## src/rtl/sbx_pkg.sv

```systemverilog
package sbx_pkg;
  localparam int CPU_AW   = 16;
  localparam int WIN_AW   = 15;
  localparam int DW       = 8;
  localparam int BANK_W   = 4;
  localparam int SRAM_AW  = WIN_AW + BANK_W;
  localparam int BANK_CNT = 1 << BANK_W;
  localparam int KEY_LEN  = 4;
  localparam int KEY_IDX_W = $clog2(KEY_LEN);
  localparam int STAT_PAD = DW - 1 - BANK_W;
  localparam logic [CPU_AW-1:0] CTRL_ADDR  = 16'h8000;
  localparam logic [DW-1:0]     RELOCK_CODE = 8'hFF;

  typedef struct packed {
    logic              cmdMode;
    logic [BANK_W-1:0] bank;
  } ctrlStrb_t;

  function automatic logic [DW-1:0] keyByte(input logic [KEY_IDX_W-1:0] idx);
    case (idx)
      2'd0:    keyByte = 8'hA5;
      2'd1:    keyByte = 8'h5A;
      2'd2:    keyByte = 8'hC3;
      default: keyByte = 8'h3C;
    endcase
  endfunction
endpackage

```

## src/rtl/sbx_ctrl.sv

```systemverilog
module sbx_ctrl
  import sbx_pkg::*;
(
  input  logic          clk,
  input  logic          rst,
  input  logic          ctrlWr,
  input  logic [DW-1:0] wrData,
  output ctrlStrb_t     strb
);
  logic [KEY_IDX_W-1:0] keyIdx, keyIdxNxt;
  logic                 cmdMode, cmdModeNxt;
  logic [BANK_W-1:0]    bank, bankNxt;
  logic                 keyHit, keyLast, bankCmd, relockCmd;

  always_comb begin
    keyHit     = (wrData == keyByte(keyIdx));
    keyLast    = (keyIdx == KEY_IDX_W'(KEY_LEN - 1));
    bankCmd    = (wrData < DW'(BANK_CNT));
    relockCmd  = (wrData == RELOCK_CODE);
    keyIdxNxt  = keyIdx;
    cmdModeNxt = cmdMode;
    bankNxt    = bank;
    if (ctrlWr) begin
      if (!cmdMode) begin
        if (keyHit && keyLast) begin
          cmdModeNxt = 1'b1;
          keyIdxNxt  = '0;
        end else if (keyHit) begin
          keyIdxNxt = keyIdx + 1'b1;
        end else begin
          keyIdxNxt = '0;
        end
      end else if (relockCmd) begin
        cmdModeNxt = 1'b0;
        keyIdxNxt  = '0;
      end else if (bankCmd) begin
        bankNxt = wrData[BANK_W-1:0];
      end
    end
  end

  always_ff @(posedge clk) begin
    if (rst) begin
      keyIdx  <= '0;
      cmdMode <= 1'b0;
      bank    <= '0;
    end else begin
      keyIdx  <= keyIdxNxt;
      cmdMode <= cmdModeNxt;
      bank    <= bankNxt;
    end
  end

  assign strb.cmdMode = cmdMode;
  assign strb.bank    = bank;
endmodule

```

## src/rtl/sbx_datapath.sv

```systemverilog
module sbx_datapath
  import sbx_pkg::*;
(
  input  logic               cpuCs,
  input  logic               cpuRd,
  input  logic               cpuWr,
  input  logic [CPU_AW-1:0]  cpuAddr,
  input  logic [DW-1:0]      cpuWdata,
  output logic [DW-1:0]      cpuRdata,
  input  ctrlStrb_t          strb,
  output logic               ctrlWr,
  output logic [SRAM_AW-1:0] sramAddr,
  output logic [DW-1:0]      sramWdata,
  input  logic [DW-1:0]      sramRdata,
  output logic               sramCs,
  output logic               sramWe,
  output logic               sramOe
);
  logic          ctrlHit, intercept;
  logic [DW-1:0] statusByte;

  always_comb begin
    ctrlHit    = (cpuAddr == CTRL_ADDR);
    intercept  = strb.cmdMode && ctrlHit;
    ctrlWr     = cpuCs && cpuWr && ctrlHit;
    statusByte = {strb.cmdMode, {STAT_PAD{1'b0}}, strb.bank};
    sramCs     = cpuCs;
    sramWe     = cpuCs && cpuWr && !intercept;
    sramOe     = cpuCs && cpuRd && !intercept;
    sramAddr   = {strb.bank, cpuAddr[WIN_AW-1:0]};
    sramWdata  = cpuWdata;
    cpuRdata   = intercept ? statusByte : sramRdata;
  end
endmodule

```

## src/rtl/sbx_top.sv

```systemverilog
module sbx_top
  import sbx_pkg::*;
(
  input  logic               clk,
  input  logic               rst,
  input  logic               cpuCs,
  input  logic               cpuRd,
  input  logic               cpuWr,
  input  logic [CPU_AW-1:0]  cpuAddr,
  input  logic [DW-1:0]      cpuWdata,
  output logic [DW-1:0]      cpuRdata,
  output logic [SRAM_AW-1:0] sramAddr,
  output logic [DW-1:0]      sramWdata,
  input  logic [DW-1:0]      sramRdata,
  output logic               sramCs,
  output logic               sramWe,
  output logic               sramOe
);
  ctrlStrb_t ctrlStrb;
  logic      ctrlWr;

  sbx_ctrl u_ctrl (
    .clk(clk), .rst(rst), .ctrlWr(ctrlWr), .wrData(cpuWdata), .strb(ctrlStrb)
  );

  sbx_datapath u_dp (
    .cpuCs(cpuCs), .cpuRd(cpuRd), .cpuWr(cpuWr), .cpuAddr(cpuAddr),
    .cpuWdata(cpuWdata), .cpuRdata(cpuRdata), .strb(ctrlStrb), .ctrlWr(ctrlWr),
    .sramAddr(sramAddr), .sramWdata(sramWdata), .sramRdata(sramRdata),
    .sramCs(sramCs), .sramWe(sramWe), .sramOe(sramOe)
  );
endmodule

```

## config.mk

```make
export PLATFORM = sky130hd
export DESIGN_NAME = sbx_top
export DESIGN_NICKNAME = d
export VERILOG_FILES = /design/src/rtl/sbx_pkg.sv /design/src/rtl/sbx_ctrl.sv /design/src/rtl/sbx_datapath.sv /design/src/rtl/sbx_top.sv
export SDC_FILE = /design/constraint.sdc
export NUM_CORES = 1
export LEC_CHECK = 0
export ABC_AREA = 1
export BUFFER_PORTS_ARGS = -buffer_cell sky130_fd_sc_hd__buf_2
export CAP_MARGIN = 5
export CORE_MARGIN = 5
export CORE_UTILIZATION = 40
export DETAILED_ROUTE_END_ITERATION = 6
export GPL_TIMING_DRIVEN = 0
export PLACE_DENSITY_LB_ADDON = 0.12
export SKIP_LAST_GASP = 1
export SYNTH_ARGS = -nofsm -noshare
export SYNTH_HDL_FRONTEND = slang
export SYNTH_HIERARCHICAL = 1
export SYNTH_SLANG_ARGS = --single-unit
```

## constraint.sdc

```tcl
create_clock -name clk -period 1.9 [get_ports clk]
set_input_delay 0.285 -clock clk [delete_from_list [all_inputs] [get_ports clk]]
set_output_delay 0.285 -clock clk [all_outputs]
set_load 0.05 [all_outputs]
```

==> results.cfg <==
[critical_path]
rr_endpoint = u_ctrl/keyIdx[0]
worst-path-stages = 7
critical_path.max_stage_delay_ns = 0.28
crit_buf_inv = 2
r2r_slack_ns = 0.51
crit_chain = buf_2 -> nor2_1 -> nand2_1 -> nor2_1 -> nand4_1 -> nand2_1 -> buf_2
critical_path_arrival_ns = 1.38
crit_required_ns = 1.62
crit_path_start_kind = input port
cp_top_family = simple AND/OR/NAND/NOR gates
cp-startpoint = cpuAddr[9]
cp_slowest_cell = nor2_1
cp_max_fo = 5
crit_path_end = cpuRdata[2]
worstSetupPathType = in -> out
r2r-start = u_ctrl/keyIdx[0]
endpoint_kind = output pin
ff2ff_path_depth = 7

[sta]
slew_violations = 0
hold_viol = 0
fin_crit_ns = 1.67
rsz0062_at_grt = no
period_share = 0.877
fmax_mhz = 600
setup_viol = 0
worst_pin_slew_ns = 0.321
finClkSkew_ns = 0.00210
maxSlewHeadroom = 0.785
fin_setup_tns_ns = 0

[yosys]
synthXorXnorAreaFrac = 0
synth_common_cells = 47 x nand2_1, 29 x buf_4, 22 x inv_1
synth_cells = 165
ys.flop_type = dfxtp_1
yosys_warnings = 6
synth-compound-area-share = 0.0597
synth.mux.area_fraction = 0
synth_top_cell_area_share = 0.226
synth-seq-area-share = 0.145
yosys.area.top_type = buf_4
synth-simple-area-share = 0.413
synth_top_family_by_area = simple AND/OR/NAND/NOR gates
synth-edff-count = 0
async_flop_share = 0
synth.distinct_cells = 17
ys_ff_latch = 7
ys_top_cells_by_area = buf_4 23%, nand2_1 18%, dfxtp_1 15%
synth.most_common_cell = nand2_1
syn_avg_cell_area_sq_um = 5.84
synth_nets = 207
synth_area_sq_um = 963
synthAdderAreaFrac = 0.0649

[status]
outcome = finished clean

[pwr]
cellPowerDensity_nw_per_um2 = 409
p_leak_uw = 0.000833
ir_drop_mv = 0.465

[floorplan]
ios = 75
chipWidth_microns = 59.1
row_count = 17
core-area_sq_um = 2250
die_h_microns = 59.1
die_area_sq_um = 3490
start_util = 0.427

[route]
drt_pre_antenna_iters = 4
wire_per_inst_microns = 9.24
antenna_left = 0
vias_per_cell = 4.21
finalWirelength_microns = 2500
drc_errors = 0
dr.first_iter.drc_count = 24
routed-via-count = 1142

[layout]
seqCellArea_sq_um = 140
finish.utilization = 0.619
fillers = 258
design_area_sq_um = 1400
drive_above_1_share = 0.469
layout.nets = 286
area_growth_pct = 44.8
n_antenna_cell = 0
multi_input_area_sq_um = 518

[clock_network]
tritoncts = built
clk_pin_slew_ns = 0.05
cts_resized = 0
ctsRootBufferMaster = clkbuf_4
cts_buffer_depth = 2
ctsHoldBuffers = 0
cts_buffers = 3
htree_levels = 1
clk_latency_ns = 0.24
cts_sinks = 7
cts_setup_buffers = 0

[global_routing]
antenna_found_initial = 0
grt.total_usage = 0.146
grt-ovfl-total = 0
grt_max_degree = 11
first_global_vias = 1066
grt_first_pass_wirelength_microns = 4150

[placement]
numPortBuffers = 74
gp_congestion = 0.701
hpwl_microns = 2280
placed_area_sq_um = 1370

[hold_path]
hp-class = in -> reg

[run]
cap_violations = 0
==> worst min path at each step <==
stage	start	to	slack, ns	depth (start not counted)
after detailed placement	u_ctrl/bank[1]	u_ctrl/bank[1]	0.48	2
final	rst	u_ctrl/keyIdx[0]	0.29	2
after CTS	rst	u_ctrl/keyIdx[0]	0.28	2
after global routing	rst	u_ctrl/bank[1]	0.27	2
after global placement	u_ctrl/bank[0]	u_ctrl/bank[0]	0.47	2
after floorplan	rst	u_ctrl/bank[0]	0.35	1
==> power by group <==
part	internal (uW)	total [uW]	switching [uW]
sequential	147	147	0.000204
combinational	95.4	294	199
clock	79.8	130	50.4
total	322	571	249
==> cells in the final DEF (no fill, tap or decap), drive strengths merged <==
cell	n
nand3	8
o21ai	3
ha	5
nor3	2
dfxtp	7
inv	22
nor2	24
clkbuf	4
o21bai	1
nand4	8
buf	104
nand2	48
a21oi	7
==> metrics by stage <==
stage	hold slack [ns]	total power, uW	setup WS (ns)	std cells
global placement	0.471	444	0.124	267
CTS	0.282	579	0.218	271
finish	0.288	571	0.234	271
floorplan	0.354	359	0.467	165
detailed placement	0.477	446	0.104	267
global route	0.271	617	0.0180	271
==> kinds of logic after synthesis <==
| group | after synthesis |
|---|---|
| simple gates | 90 |
| buf+inv | 52 |
| compound gates | 11 |
| flops | 7 |
| fa+ha+maj | 5 |
==> area by class of cell <==
cell class / instances / area share
Buffer: 30 / 0.160
Multi-Input combinational cell: 106 / 0.371
Timing Repair Buffer: 74 / 0.265
Sequential cell: 7 / 0.100
Inverter: 22 / 0.0592
Clock buffer: 4 / 0.0188
Tap cell: 28 / 0.0251
==> per-layer routing <==
layer	track usage	share of wire	wire (microns)
met1	0.149	0.38	940
met4	0.0194	0	0
met2	0.287	0.50	1260
met3	0.0501	0.12	299
met5	0	0	0
==> flip-flops by register name, indices dropped and copies added, names as in the netlist <==
name            count
u_ctrl/bank         4
u_ctrl/cmdMode      1
u_ctrl/keyIdx       2
Note: power is estimated with default switching activity, not from simulation.
